--- src/rtl/i2c_sf_pkg.sv ---
package i2c_sf_pkg;

    localparam int SR_W = 16;

    localparam logic [7:0] OFF_CTL1  = 8'h00;
    localparam logic [7:0] OFF_IEN   = 8'h04;
    localparam logic [7:0] OFF_DATA  = 8'h10;
    localparam logic [7:0] OFF_STAT1 = 8'h14;
    localparam logic [7:0] OFF_STAT2 = 8'h18;

    // status-1 bit groups
    localparam logic [SR_W-1:0] PROTO_MASK = 16'h001F;
    localparam logic [SR_W-1:0] ERR_MASK   = 16'hDF00;
    localparam logic [SR_W-1:0] BUF_MASK   = 16'h00C0;
    localparam int              BUF_LSB    = 6;

    // protocol flags each second access may clear
    localparam logic [SR_W-1:0] Q_DATA_WR  = 16'h000D;
    localparam logic [SR_W-1:0] Q_DATA_RD  = 16'h0004;
    localparam logic [SR_W-1:0] Q_STAT2_RD = 16'h0002;
    localparam logic [SR_W-1:0] Q_CTL1_WR  = 16'h0010;

    // enable-register bits
    localparam int IE_W   = 3;
    localparam int IE_ERR = 0;
    localparam int IE_EVT = 1;
    localparam int IE_BUF = 2;

    typedef enum logic [1:0] {
        BK_RSVD,
        BK_SEQ,
        BK_ERR,
        BK_LEVEL
    } bit_kind_t;

    typedef enum logic {
        SEQ_IDLE,
        SEQ_ARMED
    } seq_state_t;

    function automatic bit_kind_t kind_of(input int idx);
        if (PROTO_MASK[idx])     return BK_SEQ;
        else if (ERR_MASK[idx])  return BK_ERR;
        else if (BUF_MASK[idx])  return BK_LEVEL;
        else                     return BK_RSVD;
    endfunction

endpackage

--- src/rtl/i2c_sf_seq.sv ---
module i2c_sf_seq
    import i2c_sf_pkg::*;
(
    input  logic            clk,
    input  logic            rst_n,
    input  logic            acc,
    input  logic            s1_rd,
    input  logic            s2_rd,
    input  logic            dat_rd,
    input  logic            dat_wr,
    input  logic            c1_wr,
    input  logic [SR_W-1:0] stat1,
    output logic [SR_W-1:0] clr_mask,
    output logic            armed
);

    seq_state_t      state_q, state_d;
    logic [SR_W-1:0] arm_q, arm_d;
    logic [SR_W-1:0] qual;

    // state register
    always_ff @(posedge clk) begin
        if (!rst_n) begin
            state_q <= SEQ_IDLE;
            arm_q   <= '0;
        end else begin
            state_q <= state_d;
            arm_q   <= arm_d;
        end
    end

    // transitions and outputs
    always_comb begin
        qual = '0;
        if (dat_wr) qual = qual | Q_DATA_WR;
        if (dat_rd) qual = qual | Q_DATA_RD;
        if (s2_rd)  qual = qual | Q_STAT2_RD;
        if (c1_wr)  qual = qual | Q_CTL1_WR;

        state_d  = state_q;
        arm_d    = arm_q;
        clr_mask = '0;
        armed    = (state_q == SEQ_ARMED);

        unique case (state_q)
            SEQ_IDLE: begin
                if (s1_rd) begin                 // ARM
                    state_d = SEQ_ARMED;
                    arm_d   = stat1 & PROTO_MASK;
                end
            end
            SEQ_ARMED: begin
                if (s1_rd) begin                 // REARM
                    arm_d = stat1 & PROTO_MASK;
                end else if (acc) begin          // CONSUME
                    clr_mask = arm_q & qual;
                    state_d  = SEQ_IDLE;
                    arm_d    = '0;
                end
            end
            default: state_d = SEQ_IDLE;
        endcase
    end

endmodule

--- src/rtl/i2c_sf_flags.sv ---
module i2c_sf_flags
    import i2c_sf_pkg::*;
#(
    parameter int S2_W = 8
) (
    input  logic            clk,
    input  logic            rst_n,
    input  logic [SR_W-1:0] set_pulse,
    input  logic [1:0]      lvl_buf,
    input  logic [S2_W-1:0] lvl_s2,
    input  logic [SR_W-1:0] seq_clr,
    input  logic            err_wr,
    input  logic [SR_W-1:0] err_wdata,
    output logic [SR_W-1:0] stat1,
    output logic [S2_W-1:0] stat2
);

    for (genvar i = 0; i < SR_W; i++) begin : g_bit
        if (kind_of(i) == BK_SEQ) begin : g_seq
            always_ff @(posedge clk) begin
                if (!rst_n) stat1[i] <= 1'b0;
                else        stat1[i] <= set_pulse[i] | (stat1[i] & ~seq_clr[i]);
            end
        end else if (kind_of(i) == BK_ERR) begin : g_err
            logic wclr;
            assign wclr = err_wr & ~err_wdata[i];
            always_ff @(posedge clk) begin
                if (!rst_n) stat1[i] <= 1'b0;
                else        stat1[i] <= set_pulse[i] | (stat1[i] & ~wclr);
            end
        end else if (kind_of(i) == BK_LEVEL) begin : g_lvl
            always_ff @(posedge clk) begin
                if (!rst_n) stat1[i] <= 1'b0;
                else        stat1[i] <= lvl_buf[i-BUF_LSB];
            end
        end else begin : g_rsvd
            assign stat1[i] = 1'b0;
        end
    end

    always_ff @(posedge clk) begin
        if (!rst_n) stat2 <= '0;
        else        stat2 <= lvl_s2;
    end

endmodule

--- src/rtl/i2c_sf_irq.sv ---
module i2c_sf_irq
    import i2c_sf_pkg::*;
#(
    parameter int S2_W = 8
) (
    input  logic [SR_W-1:0]   stat1,
    input  logic [S2_W-1:0]   stat2,
    input  logic [IE_W-1:0]   ien,
    input  logic [2*SR_W-1:0] query,
    output logic              irq_evt,
    output logic              irq_err,
    output logic [2*SR_W-1:0] word,
    output logic              match
);

    logic any_err, any_proto, any_buf;

    always_comb begin
        any_err   = |(stat1 & ERR_MASK);
        any_proto = |(stat1 & PROTO_MASK);
        any_buf   = |(stat1 & BUF_MASK);
        irq_err   = ien[IE_ERR] & any_err;
        irq_evt   = ien[IE_EVT] & (any_proto | (ien[IE_BUF] & any_buf));
        word      = {SR_W'(stat2), stat1};
        match     = ((word & query) == query);
    end

endmodule

--- src/rtl/i2c_status_ctrl.sv ---
module i2c_status_ctrl
    import i2c_sf_pkg::*;
#(
    parameter int ADDR_W = 5,
    parameter int S2_W   = 8,
    parameter int DATA_W = 8
) (
    input  logic              clk,
    input  logic              rst_n,
    input  logic              reg_req,
    input  logic              reg_wr,
    input  logic [ADDR_W-1:0] reg_addr,
    input  logic [15:0]       reg_wdata,
    output logic [15:0]       reg_rdata,
    input  logic [15:0]       set_pulse,
    input  logic [1:0]        lvl_buf,
    input  logic [S2_W-1:0]   lvl_s2,
    output logic [15:0]       ctl1_o,
    output logic [DATA_W-1:0] tx_data,
    output logic              irq_evt,
    output logic              irq_err,
    output logic [31:0]       evt_word,
    input  logic [31:0]       evt_query,
    output logic              evt_match
);

    localparam logic [ADDR_W-1:0] A_CTL1  = ADDR_W'(OFF_CTL1);
    localparam logic [ADDR_W-1:0] A_IEN   = ADDR_W'(OFF_IEN);
    localparam logic [ADDR_W-1:0] A_DATA  = ADDR_W'(OFF_DATA);
    localparam logic [ADDR_W-1:0] A_STAT1 = ADDR_W'(OFF_STAT1);
    localparam logic [ADDR_W-1:0] A_STAT2 = ADDR_W'(OFF_STAT2);

    logic [SR_W-1:0]   stat1_q;
    logic [S2_W-1:0]   stat2_q;
    logic [SR_W-1:0]   seq_clr;
    logic              seq_armed;
    logic [15:0]       ctl1_q;
    logic [IE_W-1:0]   ctl2_q;
    logic [DATA_W-1:0] data_q;

    logic rd_en, wr_en;
    logic s1_rd, s2_rd, dat_rd, dat_wr, c1_wr, ie_wr, s1_wr;

    always_comb begin
        rd_en  = reg_req & ~reg_wr;
        wr_en  = reg_req &  reg_wr;
        s1_rd  = rd_en & (reg_addr == A_STAT1);
        s2_rd  = rd_en & (reg_addr == A_STAT2);
        dat_rd = rd_en & (reg_addr == A_DATA);
        dat_wr = wr_en & (reg_addr == A_DATA);
        c1_wr  = wr_en & (reg_addr == A_CTL1);
        ie_wr  = wr_en & (reg_addr == A_IEN);
        s1_wr  = wr_en & (reg_addr == A_STAT1);
    end

    always_ff @(posedge clk) begin
        if (!rst_n) begin
            ctl1_q <= '0;
            ctl2_q <= '0;
            data_q <= '0;
        end else begin
            if (c1_wr)  ctl1_q <= reg_wdata;
            if (ie_wr)  ctl2_q <= reg_wdata[IE_W-1:0];
            if (dat_wr) data_q <= reg_wdata[DATA_W-1:0];
        end
    end

    always_comb begin
        reg_rdata = '0;
        unique case (reg_addr)
            A_CTL1:  reg_rdata = ctl1_q;
            A_IEN:   reg_rdata = 16'(ctl2_q);
            A_DATA:  reg_rdata = 16'(data_q);
            A_STAT1: reg_rdata = stat1_q;
            A_STAT2: reg_rdata = 16'(stat2_q);
            default: reg_rdata = '0;
        endcase
    end

    i2c_sf_seq u_seq (
        .clk      (clk),
        .rst_n    (rst_n),
        .acc      (reg_req),
        .s1_rd    (s1_rd),
        .s2_rd    (s2_rd),
        .dat_rd   (dat_rd),
        .dat_wr   (dat_wr),
        .c1_wr    (c1_wr),
        .stat1    (stat1_q),
        .clr_mask (seq_clr),
        .armed    (seq_armed)
    );

    i2c_sf_flags #(.S2_W(S2_W)) u_flags (
        .clk       (clk),
        .rst_n     (rst_n),
        .set_pulse (set_pulse),
        .lvl_buf   (lvl_buf),
        .lvl_s2    (lvl_s2),
        .seq_clr   (seq_clr),
        .err_wr    (s1_wr),
        .err_wdata (reg_wdata),
        .stat1     (stat1_q),
        .stat2     (stat2_q)
    );

    i2c_sf_irq #(.S2_W(S2_W)) u_irq (
        .stat1   (stat1_q),
        .stat2   (stat2_q),
        .ien     (ctl2_q),
        .query   (evt_query),
        .irq_evt (irq_evt),
        .irq_err (irq_err),
        .word    (evt_word),
        .match   (evt_match)
    );

    assign ctl1_o  = ctl1_q;
    assign tx_data = data_q;

endmodule

--- config.mk ---
export PLATFORM = sky130hd
export DESIGN_NAME = i2c_status_ctrl
export DESIGN_NICKNAME = d
export VERILOG_FILES = /design/src/rtl/i2c_sf_pkg.sv /design/src/rtl/i2c_sf_seq.sv /design/src/rtl/i2c_sf_flags.sv /design/src/rtl/i2c_sf_irq.sv /design/src/rtl/i2c_status_ctrl.sv
export SDC_FILE = /design/constraint.sdc
export NUM_CORES = 1
export LEC_CHECK = 0
export ABC_AREA = 0
export BUFFER_PORTS_ARGS = -buffer_cell sky130_fd_sc_hd__buf_2
export CAP_MARGIN = 25
export CELL_PAD_IN_SITES_DETAIL_PLACEMENT = 2
export CELL_PAD_IN_SITES_GLOBAL_PLACEMENT = 2
export CORE_MARGIN = 4
export CORE_UTILIZATION = 21
export CTS_CLUSTER_SIZE = 16
export DETAILED_ROUTE_END_ITERATION = 10
export HOLD_SLACK_MARGIN = 0.1
export PLACE_DENSITY_LB_ADDON = 0.1
export SLEW_MARGIN = 30
export SYNTH_ARGS = -nofsm -noshare
export SYNTH_HDL_FRONTEND = slang
export SYNTH_SLANG_ARGS = --single-unit
--- constraint.sdc ---
create_clock -name clk -period 1.43 [get_ports clk]
set_input_delay 0.2145 -clock clk [delete_from_list [all_inputs] [get_ports clk]]
set_output_delay 0.2145 -clock clk [all_outputs]
set_load 0.03 [all_outputs]
==> results.yml <==
outcome:
  status: "finished with violations"
  violations: "setup timing"
sta:
  fin_skew_ns: 0.00392
  setup_viol: 19
  fin_tns_setup_ns: -4.68
  min_period_ns: 1.89
  finalHoldViolations: 0
  slew_viol_final: 0
  fmax_mhz: 528
  fin_ws_ns: -0.465
  post-route-period-util_pct: 132
  rsz0062_at_grt: "true"
drt:
  wirelength_met1_mm: 5.09
  dr.pass1.iters: 4
  drtIter0Drc: 59
  avgViaCountPerCell: 4.43
  wl_per_cell_um: 18.7
  highest_layer: "met4"
  drt.antenna.violating_nets: 0
  drc: 0
  route.vias.total: 2979
  wl_mm: 12.6
  wl_met2_mm: 6.73
  wl_met3_um: 620
hold_path:
  holdPathEnd: "u_flags.stat1[1]$_SDFF_PN0_"
  hp-start: "set_pulse[1]"
  hold_class: "input port to flop"
  min_path_cells: 2
clock_tree:
  htreeDepth: 2
  cts_root_buffer: "clkbuf_16"
  cts_made_buffers: 5
  clk_pin_slew_ns: 0.07
  clock-sinks: 55
  ctsLongestPathBuffers: 2
  cts_tree: "built"
  clock_latency_ns: 0.29
grt:
  antenna_found_initial: 0
  grt_pass1_vias: 3367
  grt_overflow: 0
  grt_use_total_pct: 17.2
  grt_max_degree: 24
  grt_pass1_wl_mm: 19.2
logic_synthesis:
  yosysSeqAreaShare_pct: 41.1
  synth-async-reset-ratio_pct: 0
  synth.avg_cell_area_um2: 8.68
  synth-edff-count: 0
  syn-instance-count: 309
  ys_ff_latch: 55
  ys.flop_type: "dfxtp_1"
  ys_types: 40
  synth_area_mm2: 0.00268
  synth_warnings: 0
power:
  p_sw_share_pct: 28.3
  power_frac_comb_pct: 19.9
  p_clk_share_pct: 34.2
  p_leak_nw: 2.16
  power.net_switching_uw: 993
  peakVddDrop_mv: 0.385
  power_density_mw_per_mm2: 767
  pwr-share-seq_pct: 45.9
  p_int_mw: 2.52
critical_path:
  rr_startpoint: "u_seq.armed$_SDFF_PN0_"
  crit_type: "flop to output pin"
  arrival_ns: 1.68
  rr_worst_depth: 4
  end_kind: "output pin"
  critPathLaunchType: "flop"
  crit_path_max_fanout: 2
  worstReg2RegEnd: "u_flags.stat1[2]$_SDFF_PN0_"
  rrSetupSlack_ns: 0.44
  required_ns: 1.22
finish:
  final_area_mm2: 0.00457
  drive_gt1_share_pct: 53.0
  layout.nets: 583
  syn_to_final_growth_pct: 70.6
run:
  cap_violations: 0
die:
  fp.dieH_um: 121
  initial_utilization_pct: 21.3
  ios: 158
  rows: 41
  die_x_um: 121
  dieArea_mm2: 0.0146
  fp.coreArea_mm2: 0.0126
placement:
  gp_congestion: 0.803
  placed_area_mm2: 0.00402
  dp_hpwl_mm: 10.2
  portBuffers: 143
## kinds of logic after synthesis
| logic type | count (synthesis) | synth area share (%) |
|---|---|---|
| flip-flops | 55 | 41.1 |
| AND/OR/NAND/NOR | 130 | 27.0 |
| AO/OA/AOI/OAI | 72 | 18.7 |
| other | 1 | 0.140 |
| multiplexers | 16 | 5.97 |
| buffers and inverters | 35 | 7.19 |
## cell usage in the layout, fill, tap and decap left out, drive strengths merged, types with 2 or more instances in the layout
| master | n |
|---|---|
| o21ai | 12 |
| nand2 | 50 |
| inv | 12 |
| nor4 | 5 |
| nor3 | 9 |
| a22oi | 15 |
| nor2 | 12 |
| buf | 198 |
| dfxtp | 55 |
| a22o | 7 |
| a2111oi | 2 |
| nor2b | 20 |
| o2111ai | 2 |
| mux2i | 16 |
| a21boi | 18 |
| nand3 | 8 |
| nor3b | 3 |
| conb | 10 |
| a21oi | 12 |
| and2 | 12 |
| nand2b | 6 |
| clkbuf | 7 |
## cell type report
type / count / area, um^2
diodes: 1 / 2.50
clock buffers: 7 / 133
fillers: 1451 / 8000
inverters: 12 / 45.0
multi-input cells: 228 / 1720
flip-flops and latches: 55 / 1120
well taps: 172 / 215
repair buffers: 198 / 1330
## layer usage
| metal | up-vias | GRT usage, % |
|---|---|---|
| li1 | 1432 | - |
| met1 | 1453 | 20.1 |
| met2 | 87 | 31.5 |
| met3 | 7 | 3.68 |
| met4 | 0 | 4.53 |
| met5 | - | 0 |
## critical path, cell delays in order, from the launching register on
cell       delay [ns]
dfxtp_2          0.36
nor2b_4          0.05
a2111oi_4        0.32
o2111ai_2        0.19
nor4_4           0.29
buf_6            0.17
## cells in the mapped netlist, drive strengths merged (3+ instances only)
cell type,n,share of area (%)
dfxtp,55,41
nand2,50,7.1
nor2b,20,4.7
a21boi,18,5.0
buf,17,4.7
mux2i,16,6.0
a22oi,15,4.2
a21oi,12,2.4
and2,12,2.8
inv,12,1.7
nor2,12,2.0
o21ai,12,2.2
nor3,9,3.1
nand3,8,1.5
a22o,7,2.3
clkbuf,6,0.84
nand2b,6,1.4
nor4,5,1.2
nor3b,3,1.3
## power groups by stage
stage	clock network, mW	registers [mW]	logic, mW
after floorplan	0	1.74	0.212
final	1.20	1.61	0.698
after global placement	0	1.64	0.617
after detailed placement	0	1.64	0.626
after global routing	1.31	1.62	0.753
after CTS	1.25	1.61	0.700
## how the worst max path moves through the flow
stage / startpoint / end / slack (ns) / depth (start not counted)
floorplan: u_flags.stat1[6]$_SDFF_PN0_ / evt_match / -0.30 / 4
global placement: evt_query[6] / evt_match / -0.56 / 7
detailed placement: evt_query[6] / evt_match / -0.58 / 7
CTS: u_flags.stat2[4]$_SDFF_PN0_ / evt_match / -0.49 / 5
global route: u_flags.stat1[15]$_SDFF_PN0_ / evt_match / -0.55 / 6
finish: u_flags.stat2[4]$_SDFF_PN0_ / evt_match / -0.46 / 5
## per-stage QoR
stage	power [mW]	std cells	hold WS, ns	utilization (%)	worst slack [ns]
2_1_floorplan	1.95	318	0.324	-	-0.295
3_3_place_gp	2.26	659	0.413	32.0	-0.556
4_1_cts	3.56	669	0.109	35.9	-0.488
6_report	3.51	673	0.115	36.4	-0.465
5_1_grt	3.68	672	0.111	36.4	-0.554
3_5_place_dp	2.27	659	0.415	32.0	-0.585
## repair_timing
item	CTS	global route
resized for setup	80	8
setup endpoints to repair	19	20
hold buffers	0	0
cloned	0	0
pin swaps	19	15
endpoints found under the hold margin	0	0
setup buffers	3	3
## flip-flops by register name (all words and copies together) (netlist names)
register	cells
u_seq.armed	1
u_flags.stat2	8
tx_data	8
u_flags.stat1	14
ctl2_q	3
u_seq.arm_q	5
ctl1_o	16
No activity file was read; power rests on OpenSTA's default activity.
